<file path="config.mk">
export PLATFORM = sky130hd
export DESIGN_NAME = trc_buffer_top
export DESIGN_NICKNAME = d
export VERILOG_FILES = /design/src/rtl/trc_pkg.sv /design/src/rtl/trc_ctrl.sv /design/src/rtl/trc_datapath.sv /design/src/rtl/trc_buffer_top.sv
export SDC_FILE = /design/constraint.sdc
export NUM_CORES = 2
export LEC_CHECK = 0
export BUFFER_PORTS_ARGS = -buffer_cell sky130_fd_sc_hd__clkbuf_2
export CORE_MARGIN = 5
export CORE_UTILIZATION = 55
export CTS_CLUSTER_DIAMETER = 40
export CTS_CLUSTER_SIZE = 30
export DETAILED_ROUTE_END_ITERATION = 7
export PLACE_DENSITY = 0.72
export SLEW_MARGIN = 10
export SYNTH_ARGS = -nofsm -noshare
export SYNTH_HDL_FRONTEND = slang
export SYNTH_SLANG_ARGS = --single-unit
</file>
<file path="constraint.sdc">
create_clock -name clk -period 3.87 [get_ports clk]
set_clock_uncertainty 0.05 [all_clocks]
set_input_delay 0.5805 -clock clk [delete_from_list [all_inputs] [get_ports clk]]
set_output_delay 0.5805 -clock clk [all_outputs]
set_load 0.03 [all_outputs]
</file>
<file path="src/rtl/trc_pkg.sv">
package trc_pkg;

  typedef enum logic [2:0] {
    ST_IDLE,
    ST_PRE,
    ST_WAIT,
    ST_REC,
    ST_POST,
    ST_PROF
  } capState_t;

  typedef struct packed {
    logic dstampEn;
    logic stampEn;
    logic profEn;
    logic [1:0] align;
    logic [1:0] mode;
  } trcCfg_t;

  typedef struct packed {
    logic clrBuf;
    logic wrEntry;
    logic stampEntry;
  } dpStrobe_t;

  localparam logic [1:0] MODE_PUREPC = 2'b11;
  localparam logic [1:0] ALIGN_END   = 2'b00;
  localparam logic [1:0] ALIGN_START = 2'b01;
  localparam logic [1:0] ALIGN_POST  = 2'b10;
  localparam logic [1:0] ALIGN_OFF   = 2'b11;

endpackage

</file>
<file path="src/rtl/trc_ctrl.sv">
module trc_ctrl
  import trc_pkg::*;
#(
  parameter int POST_N = 32
) (
  input  logic       clk,
  input  logic       rstN,
  input  logic       cfgWrEn,
  input  logic [7:0] cfgWrData,
  input  logic       trigPulse,
  input  logic       recValid,
  input  logic       dMatch,
  output logic [7:0] cfgRdData,
  output logic       stArmed,
  output logic       stDone,
  output logic       stProfiling,
  output dpStrobe_t  strobe
);

  localparam int PCW = $clog2(POST_N + 1);

  trcCfg_t   cfg_q;
  capState_t state_q, stNext;
  logic      done_q, doneSet;
  logic [PCW-1:0] postCnt_q, postNext;

  trcCfg_t newCfg;
  logic    isIdle, armReq, armOk, disarmReq, recording;

  assign newCfg    = trcCfg_t'(cfgWrData[7:1]);
  assign isIdle    = (state_q == ST_IDLE);
  assign armReq    = cfgWrEn && cfgWrData[0] && isIdle;
  assign armOk     = armReq && (newCfg.align != ALIGN_OFF);
  assign disarmReq = cfgWrEn && !cfgWrData[0] && !isIdle;

  assign recording = (state_q == ST_PRE) || (state_q == ST_REC) ||
                     (state_q == ST_POST) ||
                     ((state_q == ST_WAIT) && trigPulse);

  always_comb begin
    strobe.clrBuf     = armOk;
    strobe.wrEntry    = recording && recValid && !disarmReq;
    strobe.stampEntry = strobe.wrEntry && dMatch && cfg_q.dstampEn &&
                        cfg_q.stampEn && (cfg_q.mode != MODE_PUREPC);
  end

  always_comb begin
    stNext   = state_q;
    doneSet  = 1'b0;
    postNext = postCnt_q;
    unique case (state_q)
      ST_IDLE: begin
        if (armOk) begin
          postNext = '0;
          if (newCfg.profEn)                 stNext = ST_PROF;
          else if (newCfg.align == ALIGN_END) stNext = ST_PRE;
          else                               stNext = ST_WAIT;
        end
      end
      ST_PRE: begin
        if (trigPulse) begin
          stNext  = ST_IDLE;
          doneSet = 1'b1;
        end
      end
      ST_WAIT: begin
        if (trigPulse) begin
          if (cfg_q.align == ALIGN_START) begin
            stNext = ST_REC;
          end else begin
            stNext   = ST_POST;
            postNext = recValid ? PCW'(1) : '0;
          end
        end
      end
      ST_POST: begin
        if (recValid) begin
          postNext = postCnt_q + PCW'(1);
          if (postCnt_q == PCW'(POST_N - 1)) begin
            stNext  = ST_IDLE;
            doneSet = 1'b1;
          end
        end
      end
      default: ;
    endcase
    if (disarmReq) begin
      stNext  = ST_IDLE;
      doneSet = 1'b0;
    end
  end

  always_ff @(posedge clk) begin
    if (!rstN) begin
      cfg_q     <= '0;
      state_q   <= ST_IDLE;
      done_q    <= 1'b0;
      postCnt_q <= '0;
    end else begin
      if (cfgWrEn && isIdle) cfg_q <= newCfg;
      state_q   <= stNext;
      postCnt_q <= postNext;
      if (armOk)        done_q <= 1'b0;
      else if (doneSet) done_q <= 1'b1;
    end
  end

  assign cfgRdData   = {cfg_q, !isIdle};
  assign stArmed     = !isIdle;
  assign stDone      = done_q;
  assign stProfiling = (state_q == ST_PROF);

endmodule

</file>
<file path="src/rtl/trc_datapath.sv">
module trc_datapath
  import trc_pkg::*;
#(
  parameter int DEPTH  = 64,
  parameter int DATA_W = 16,
  parameter int TS_W   = 16,
  localparam int AW    = $clog2(DEPTH),
  localparam int CW    = $clog2(DEPTH + 1)
) (
  input  logic              clk,
  input  logic              rstN,
  input  dpStrobe_t         strobe,
  input  logic [DATA_W-1:0] recData,
  input  logic [AW-1:0]     rdAddr,
  output logic [DATA_W-1:0] rdData,
  output logic              rdStamped,
  output logic [TS_W-1:0]   rdTs,
  output logic              stWrap,
  output logic [CW-1:0]     stCount
);

  logic [DATA_W-1:0] dataMem [DEPTH];
  logic [TS_W-1:0]   tsMem   [DEPTH];
  logic [DEPTH-1:0]  stampMem;

  logic [AW-1:0]   wrPtr_q;
  logic [CW-1:0]   count_q;
  logic            wrap_q;
  logic [TS_W-1:0] tsCnt_q;
  logic            full;

  assign full = (count_q == CW'(DEPTH));

  always_ff @(posedge clk) begin
    if (!rstN) begin
      tsCnt_q <= '0;
      wrPtr_q <= '0;
      count_q <= '0;
      wrap_q  <= 1'b0;
    end else begin
      tsCnt_q <= tsCnt_q + TS_W'(1);
      if (strobe.clrBuf) begin
        wrPtr_q <= '0;
        count_q <= '0;
        wrap_q  <= 1'b0;
      end else if (strobe.wrEntry) begin
        wrPtr_q <= (wrPtr_q == AW'(DEPTH - 1)) ? '0 : wrPtr_q + AW'(1);
        if (full) wrap_q  <= 1'b1;
        else      count_q <= count_q + CW'(1);
      end
    end
  end

  genvar gi;
  generate
    for (gi = 0; gi < DEPTH; gi++) begin : g_slot
      always_ff @(posedge clk) begin
        if (!rstN) begin
          stampMem[gi] <= 1'b0;
        end else if (strobe.wrEntry && (wrPtr_q == AW'(gi))) begin
          stampMem[gi] <= strobe.stampEntry;
        end
      end
      always_ff @(posedge clk) begin
        if (strobe.wrEntry && (wrPtr_q == AW'(gi))) begin
          dataMem[gi] <= recData;
          tsMem[gi]   <= strobe.stampEntry ? tsCnt_q : '0;
        end
      end
    end
  endgenerate

  assign rdData    = dataMem[rdAddr];
  assign rdTs      = tsMem[rdAddr];
  assign rdStamped = stampMem[rdAddr];
  assign stWrap    = wrap_q;
  assign stCount   = count_q;

endmodule

</file>
<file path="src/rtl/trc_buffer_top.sv">
module trc_buffer_top
  import trc_pkg::*;
#(
  parameter int DEPTH  = 64,
  parameter int DATA_W = 16,
  parameter int TS_W   = 16,
  parameter int POST_N = 32,
  localparam int AW    = $clog2(DEPTH),
  localparam int CW    = $clog2(DEPTH + 1)
) (
  input  logic              clk,
  input  logic              rstN,
  input  logic              cfgWrEn,
  input  logic [7:0]        cfgWrData,
  output logic [7:0]        cfgRdData,
  input  logic              recValid,
  input  logic [DATA_W-1:0] recData,
  input  logic              trigPulse,
  input  logic              dMatch,
  input  logic [AW-1:0]     rdAddr,
  output logic [DATA_W-1:0] rdData,
  output logic              rdStamped,
  output logic [TS_W-1:0]   rdTs,
  output logic              stArmed,
  output logic              stDone,
  output logic              stProfiling,
  output logic              stWrap,
  output logic [CW-1:0]     stCount
);

  dpStrobe_t strobe;

  trc_ctrl #(.POST_N(POST_N)) u_ctrl (
    .clk         (clk),
    .rstN        (rstN),
    .cfgWrEn     (cfgWrEn),
    .cfgWrData   (cfgWrData),
    .trigPulse   (trigPulse),
    .recValid    (recValid),
    .dMatch      (dMatch),
    .cfgRdData   (cfgRdData),
    .stArmed     (stArmed),
    .stDone      (stDone),
    .stProfiling (stProfiling),
    .strobe      (strobe)
  );

  trc_datapath #(.DEPTH(DEPTH), .DATA_W(DATA_W), .TS_W(TS_W)) u_dp (
    .clk       (clk),
    .rstN      (rstN),
    .strobe    (strobe),
    .recData   (recData),
    .rdAddr    (rdAddr),
    .rdData    (rdData),
    .rdStamped (rdStamped),
    .rdTs      (rdTs),
    .stWrap    (stWrap),
    .stCount   (stCount)
  );

endmodule

</file>
# ---- Word-level counts from Yosys, hierarchy flattened
# Memory sizes are Yosys's and may differ from the RTL's.
# Cells that the tools add are included.
dict set report classes {
  addsub 4
  n_mul 0
  div_mod_pow 0
  n_lt_le_gt_ge 1
  eq_ne 79
  n_shift 0
  muxes 530
  bitwise_logic 2
  n_reduce_logical 220
}
# cell n
set ops {}
lappend ops {{2-to-1 mux 16 bit} 127}
lappend ops {{OR reduction 16 bit} 126}
lappend ops {{2-to-1 mux 6 bit} 131}
lappend ops {{2-to-1 mux 1 bit} 260}
lappend ops {{== test 6 bit (second input constant)} 32}
lappend ops {{== test 6 x 5 -> 1 bit (second input constant)} 17}
lappend ops {{logical AND 1 bit} 77}
lappend ops {{== test 6 x 4 -> 1 bit (second input constant)} 8}
lappend ops {{== test 6 x 3 -> 1 bit (second input constant)} 4}
lappend ops {{2-to-1 mux 3 bit} 7}
lappend ops {{case mux 6 bit (3 select lines)} 1}
lappend ops {{adder 16 x 1 -> 16 bit (second input constant)} 1}
lappend ops {{inequality test 2 bit (second input constant)} 8}
lappend ops {{adder 6 x 1 -> 6 bit (second input constant)} 2}
lappend ops {{== test 6 x 2 -> 1 bit (second input constant)} 2}
lappend ops {{case mux 3 bit (4 select lines)} 1}
lappend ops {{adder 7 x 1 -> 7 bit (second input constant)} 1}
lappend ops {{== test 7 bit (second input constant)} 1}
lappend ops {{< comparator 6 x 7 -> 1 bit (second input constant)} 1}
lappend ops {{binary-select mux 1 bit (select 6 bit)} 1}
lappend ops {{== test 3 x 2 -> 1 bit (second input constant)} 2}
lappend ops {{== test 3 bit (second input constant)} 2}
lappend ops {{== test 6 x 1 -> 1 bit (second input constant)} 1}
lappend ops {{zero test 6 bit} 1}
lappend ops {{other kinds (15)} 22}
dict set report totals {
  reg_bits 111
  latch_bits 0
  ramBits 2048
  rom_bits 0
  inputBits 36
  output_inout_bits 52
  elab_cells 914
  memories 2
}
# memory depth width read_ports rd_clocked_by_memory_dff write_ports line_no
set mem_list {}
lappend mem_list {u_dp.dataMem 64 16 1 0 1 trc_datapath.sv:22} ;# logic [DATA_W-1:0] dataMem [DEPTH];
lappend mem_list {u_dp.tsMem 64 16 1 0 1 trc_datapath.sv:23} ;# logic [TS_W-1:0] tsMem [DEPTH];

# ---- Logic depth before layout (Yosys ltp)
dict set report logic_depth {
  depth_word 74
  ltp_mapped 10
  ltp_nobuf 7
}

# ---- Hierarchy
# Synthesis repeated with hierarchy kept, for this count alone.
dict set report unflattened {
  cells_unflattened 4092
  hier_area_um2 83542.6
}
# mod instances cells_per_inst area_per_inst_um2 seq_area_each_um2
set modules_own_cells {}
lappend modules_own_cells {trc_datapath 1 3957 82462.8 63380.8}
lappend modules_own_cells {trc_ctrl 1 135 1079.8 340.3}

# ---- Least setup slack after synthesis
# OpenSTA, ideal clock, no wires.
dict set report synth_path {
  path_kind {input -> register}
  from {in cfgWrData[0]}
  to {mem u_dp.dataMem[31][0] (enable)}
  setup_ns 0.424
  arrival_time_ns 2.984
  required_ns 3.396
  setup_slack_ns 0.412
  cell_stages 6
  n_path_buf 2
  path_cell_list {nand2b_1 and2_1 clkbuf_1 clkbuf_1 nand4_2 nor2_1}
}
dict set report synth_via {
  elab_chain_cells 72
  elab_cells_between_ends 386
  cone_classes {mux: 254; reduce/logical: 132}
}
# element line_no
set synth_lines {}
lappend synth_lines {{start, declared} trc_buffer_top.sv:14} ;# input logic [7:0] cfgWrData,
lappend synth_lines {{zero test 1 bit *} trc_ctrl.sv:34} ;# assign disarmReq = cfgWrEn && !cfgWrData[0] && !isIdle;
lappend synth_lines {{logical AND 1 bit * (2 in a row)} trc_ctrl.sv:34}
lappend synth_lines {{zero test 1 bit *} trc_ctrl.sv:42} ;# strobe.wrEntry = recording && recValid && !disarmReq;
lappend synth_lines {{logical AND 1 bit *} trc_ctrl.sv:42}
lappend synth_lines {{logical AND 1 bit} trc_datapath.sv:65} ;# if (strobe.wrEntry && (wrPtr_q == AW'(gi))) begin
lappend synth_lines {{2-to-1 mux 1 bit} trc_datapath.sv:65}
lappend synth_lines {{2-to-1 mux 1 bit (implied by the code)} trc_datapath.sv:66} ;# dataMem[gi] <= recData;
lappend synth_lines {{OR reduction 16 bit (no line)} n/a}
lappend synth_lines {{2-to-1 mux 6 bit (no line) / 2-to-1 mux 1 bit (equally long branches) (63 in a row)} n/a}
lappend synth_lines {{end, declared} trc_datapath.sv:22}
# Mark *: on every way between the ends. The rest lies on a longest branch, timed or not.

# ---- Final worst setup path
dict set report layout_path {
  from {in rdAddr[1]}
  to {out rdStamped}
}
dict set report layout_via {
  elab_chain_cells 2
}
# element line_no
set layout_lines {}
lappend layout_lines {{start, declared} trc_buffer_top.sv:20} ;# input logic [AW-1:0] rdAddr,
lappend layout_lines {{binary-select mux 1 bit (select 6 bit)} trc_datapath.sv:75} ;# assign rdStamped = stampMem[rdAddr];
lappend layout_lines {{2-to-1 mux 1 bit (implied by the code)} trc_datapath.sv:75}
lappend layout_lines {{end, declared} trc_buffer_top.sv:22} ;# output logic rdStamped,
# Every way passes these cells. The select of a mux whose other input is x is not followed.

==> impl_results.html <==
<table>
<tr><th>Metric</th><th>Value</th></tr>
<tr><th colspan="2">CTS</th></tr>
<tr><td># H-tree levels</td><td>4</td></tr>
<tr><td>Library cell used as clock root buffer</td><td>clkbuf_16</td></tr>
<tr><td>Clock latency at the later pin of the worst-skew pair</td><td>between 0.8 and 0.9 ns</td></tr>
<tr><td>Setup fix buffers added after clock tree synthesis</td><td>0</td></tr>
<tr><td>Total number of clock tree sinks</td><td>about 2.2k</td></tr>
<tr><td>Maximum buffer depth of the clock tree</td><td>3</td></tr>
<tr><td>CTS buffer count</td><td>about 220</td></tr>
<tr><td>TritonCTS clock tree</td><td>yes</td></tr>
<tr><td>Reg clk slew, reported paths</td><td>about 0.06 ns</td></tr>
<tr><th colspan="2">Logic synthesis</th></tr>
<tr><td>Most used flip-flop cell after synthesis</td><td>edfxtp_1</td></tr>
<tr><td>Top-area cell type share of the netlist area</td><td>around 74%</td></tr>
<tr><td>Proportion of register bits with asynchronous set or reset after synthesis</td><td>0%</td></tr>
<tr><td>Number of distinct library cells after synthesis</td><td>64</td></tr>
<tr><td>Instance count of the mapped netlist</td><td>between 3k and 4k</td></tr>
<tr><td>Cell taking the most area after synthesis</td><td>edfxtp_1</td></tr>
<tr><td>Average instance area after synthesis</td><td>21.0 um^2</td></tr>
<tr><td>Sequential share of the synthesized area</td><td>between 70 and 80%</td></tr>
<tr><td>Number of warnings printed during yosys synthesis</td><td>0</td></tr>
<tr><td>Number of synthesized register bits</td><td>2159</td></tr>
<tr><td>Number of nets in the synthesized netlist</td><td>between 4k and 5k</td></tr>
<tr><td>Cell area after technology mapping</td><td>0.0836 mm^2</td></tr>
<tr><td>Count of flip-flops with a built-in enable after synthesis</td><td>just over 2k</td></tr>
<tr><td>Leading cell types by total area after synthesis</td><td>edfxtp_1 (74%), mux4_2 (14%), dfxtp_1 (2.7%)</td></tr>
<tr><th colspan="2">GRT</th></tr>
<tr><td>Global route overflow</td><td>0</td></tr>
<tr><td>Initial antenna violation count</td><td>3</td></tr>
<tr><td>Via count of the first global-routing pass</td><td>43.2k</td></tr>
<tr><td>Global-route usage over all layers</td><td>26.3%</td></tr>
<tr><td>First-pass GRT wire length</td><td>approximately 300000 um</td></tr>
<tr><td>Largest net degree at the start of global routing</td><td>65</td></tr>
<tr><th colspan="2">Cells and area</th></tr>
<tr><td>Post-Route Utilization</td><td>63.7%</td></tr>
<tr><td>Reg area</td><td>roughly 0.064 mm^2</td></tr>
<tr><td>Filler cell count</td><td>around 9.9k</td></tr>
<tr><td>Footprint of the multi-input gates</td><td>~0.019 mm^2</td></tr>
<tr><td>Share of layout cells above drive strength 1</td><td>30.7%</td></tr>
<tr><td>Area Growth Syn to Fin</td><td>15.4%</td></tr>
<tr><td>Layout Nets</td><td>around 4.4k</td></tr>
<tr><th colspan="2">Power</th></tr>
<tr><td>Cell leakage power</td><td>0.0301 uW</td></tr>
<tr><td>Power Total</td><td>roughly 50000 uW</td></tr>
<tr><td>Total power divided by cell area</td><td>about 520 mW/mm^2</td></tr>
<tr><td>Largest voltage drop on the vdd net</td><td>0.444 mV</td></tr>
<tr><th colspan="2">STA</th></tr>
<tr><td>Final critical-path required period</td><td>between 3 and 4 ns</td></tr>
<tr><td>Slew margin rel.</td><td>21.3%</td></tr>
<tr><td>Achievable frequency</td><td>260 MHz</td></tr>
<tr><td>Worst hold-check slack</td><td>about 0.067 ns</td></tr>
<tr><td>Setup WS post-layout</td><td>about 0.022 ns</td></tr>
<tr><td>Final worst path period share</td><td>about 99%</td></tr>
<tr><td>Total negative setup slack</td><td>0 ns</td></tr>
<tr><td>Final Slew Violations</td><td>0</td></tr>
<tr><td>Slew of the pin with the lowest slew margin</td><td>between 1 and 1.5 ns</td></tr>
<tr><td>Final setup violating endpoints</td><td>0</td></tr>
<tr><td>Final Hold Violating Endpoints</td><td>0</td></tr>
<tr><th colspan="2">Worst setup path</th></tr>
<tr><td>Peak fanout along the critical path</td><td>29</td></tr>
<tr><td>Critical register-to-register path startpoint</td><td>u_ctrl.state_q[2]$_SDFFE_PP0P_</td></tr>
<tr><td>Worst-case register-to-register setup slack</td><td>around 0.57 ns</td></tr>
<tr><td>CP Launch Type</td><td>primary input</td></tr>
<tr><td>Launching element of the worst setup path</td><td>rdAddr[1]</td></tr>
<tr><td>Category of the critical setup timing path</td><td>in2out</td></tr>
<tr><td>Data required time at the worst endpoint</td><td>3.24 ns</td></tr>
<tr><td>Data arrival at the endpoint of the critical path</td><td>about 3.2 ns</td></tr>
<tr><td>Crit path capture type</td><td>output port</td></tr>
<tr><th colspan="2">Hold path</th></tr>
<tr><td>Start point of the worst min-delay path</td><td>trigPulse</td></tr>
<tr><td>HP Class</td><td>in2reg</td></tr>
<tr><th colspan="2">Routing</th></tr>
<tr><td>Routed WL</td><td>slightly above 200000 um</td></tr>
<tr><td>Number of DRC markers after the initial detailed-route iteration</td><td>5660</td></tr>
<tr><td>Post-route DRC</td><td>0</td></tr>
<tr><td>Routed wire length per instance</td><td>about 32 um</td></tr>
<tr><td>Count of vias placed by the detailed router</td><td>between 40k and 50k</td></tr>
<tr><td>Remaining antenna violation count</td><td>0</td></tr>
<tr><td>Routed vias/inst</td><td>between 6 and 7</td></tr>
<tr><td>Number of iterations in the first detailed-routing pass</td><td>5</td></tr>
<tr><th colspan="2">Status</th></tr>
<tr><td>Run status</td><td>complete, no violations</td></tr>
<tr><th colspan="2">Floorplanning</th></tr>
<tr><td>I/O Pins</td><td>88</td></tr>
<tr><td>Core Region</td><td>0.152 mm^2</td></tr>
<tr><td>Die height</td><td>400 um</td></tr>
<tr><td>Area of the die</td><td>approximately 0.16 mm^2</td></tr>
<tr><td>Initial Utilization</td><td>between 50% and 60%</td></tr>
<tr><td>Standard-cell rows</td><td>~140</td></tr>
<tr><td>Die X-Extent</td><td>400 um</td></tr>
<tr><th colspan="2">Placed design</th></tr>
<tr><td>Placer's final routability congestion estimate</td><td>between 0.8 and 0.9</td></tr>
<tr><td>Post-place setup slack</td><td>-0.223 ns</td></tr>
<tr><td>Total half-perimeter wirelength after legalization and detailed placement</td><td>roughly 120000 um</td></tr>
<tr><td>Port-buffer cells</td><td>87</td></tr>
<tr><th colspan="2">Run</th></tr>
<tr><td>Number of max-cap violations</td><td>0</td></tr>
</table>
report_power, final:
group          internal (uW)  switching (uW)
Sequential             25400            65.3
Combinational            898            1560
Clock                  12000            9860
metal layers:
layer  global-route usage, %  vias up  wire length [um]
met4                    7.79        2              5900
met3                    5.17      339             20500
met5                       0        -                15
met2                    41.8     2558            102000
li1                        -    17400                 -
met1                    37.7    22700             79700
cell families after synthesis:
logic type	synth area share, %
multiplexers	16.1
adder cells (fa/ha/maj)	0.120
AND/OR/NAND/NOR	3.22
buffers and inverters	1.69
XOR/XNOR	0.210
flip-flops	76.2
AO/OA/AOI/OAI	2.45
sequential cells by signal (all words and copies together), names as in the netlist:
name              cells
u_dp.dataMem       1024
u_dp.tsMem         1024
u_dp.stampMem        64
u_dp.tsCnt_q         16
u_ctrl.cfgRdData      7
u_dp.stCount          7
u_ctrl.postCnt_q      6
u_dp.wrPtr_q          6
u_ctrl.state_q        3
u_ctrl.stDone         1
u_dp.stWrap           1
critical path, cell delays in order:
cell and delay [ns]:
buf_8 0.40, buf_12 0.30, mux4_2 0.27, o22ai_1 0.09, nor4_1 0.59, nor2_1 0.10, a21oi_1 0.51, clkbuf_2 0.31
cell usage in the layout (no fill, tap or decap), types with 26 or more instances in the layout:
cell type  Yosys  final
o22ai_1      116    116
nand3_1       26     26
edfxtp_1    2048   2048
dfxtp_1      111    111
and2_1        30     29
mux2i_1      127    127
nor2b_1       64     63
inv_2          1     44
a21oi_1       36     35
nor2_1        97     87
buf_4         43    178
inv_6          0     44
nand2_1       88     88
clkbuf_16      0    223
clkbuf_2       2     79
nand4_1       67     67
o21ai_0       42     42
mux4_2       531    531
buf_12         0     91
area by class of cell:
| class | count | area share (%) |
|---|---|---|
| diodes | 1 | 0.00259 |
| clock buffers | 234 | 5.84 |
| clock inverters | 179 | 2.07 |
| inverters | 62 | 0.241 |
| multi-input cells | 1520 | 19.3 |
| flip-flops and latches | 2159 | 66.1 |
| well taps | 2030 | 2.63 |
| repair buffers | 363 | 3.83 |
through the flow:
stage | instance area [um^2] | instances
after floorplan | 83600 | 3980
after global placement | 88700 | 6126
after detailed placement | 88700 | 6126
after CTS | 96500 | 6547
after global routing | 96500 | 6547
final | 96500 | 6548
final timing paths:
path | end | cells after the start
max | rdStamped | 8
min | u_ctrl.state_q[0]$_SDFFE_PP0P_ | 4
max reg2reg | u_dp.tsMem[34][4]$_DFFE_PP_ | 6
min reg2reg | u_dp.stWrap$_SDFFE_PP0P_ | 1
synth_stat cells, types with 26 or more instances:
cell / instances
nor2b_1: 64
mux4_2: 531
nand2_1: 88
nand3_1: 26
buf_2: 74
dfxtp_1: 111
a21oi_1: 36
mux2i_1: 127
inv_1: 61
clkbuf_1: 105
and3_1: 26
and2_1: 30
o21ai_0: 42
nor2_1: 97
nand4_1: 67
buf_4: 43
edfxtp_1: 2048
nor4_1: 26
o22ai_1: 116
timing repair:
item,CTS,global route
gates resized for setup,7,1
endpoints found under the hold margin,8,0
hold buffers,8,0
endpoints found under the setup margin,6,1
No activity file was read; power rests on OpenSTA's default activity.
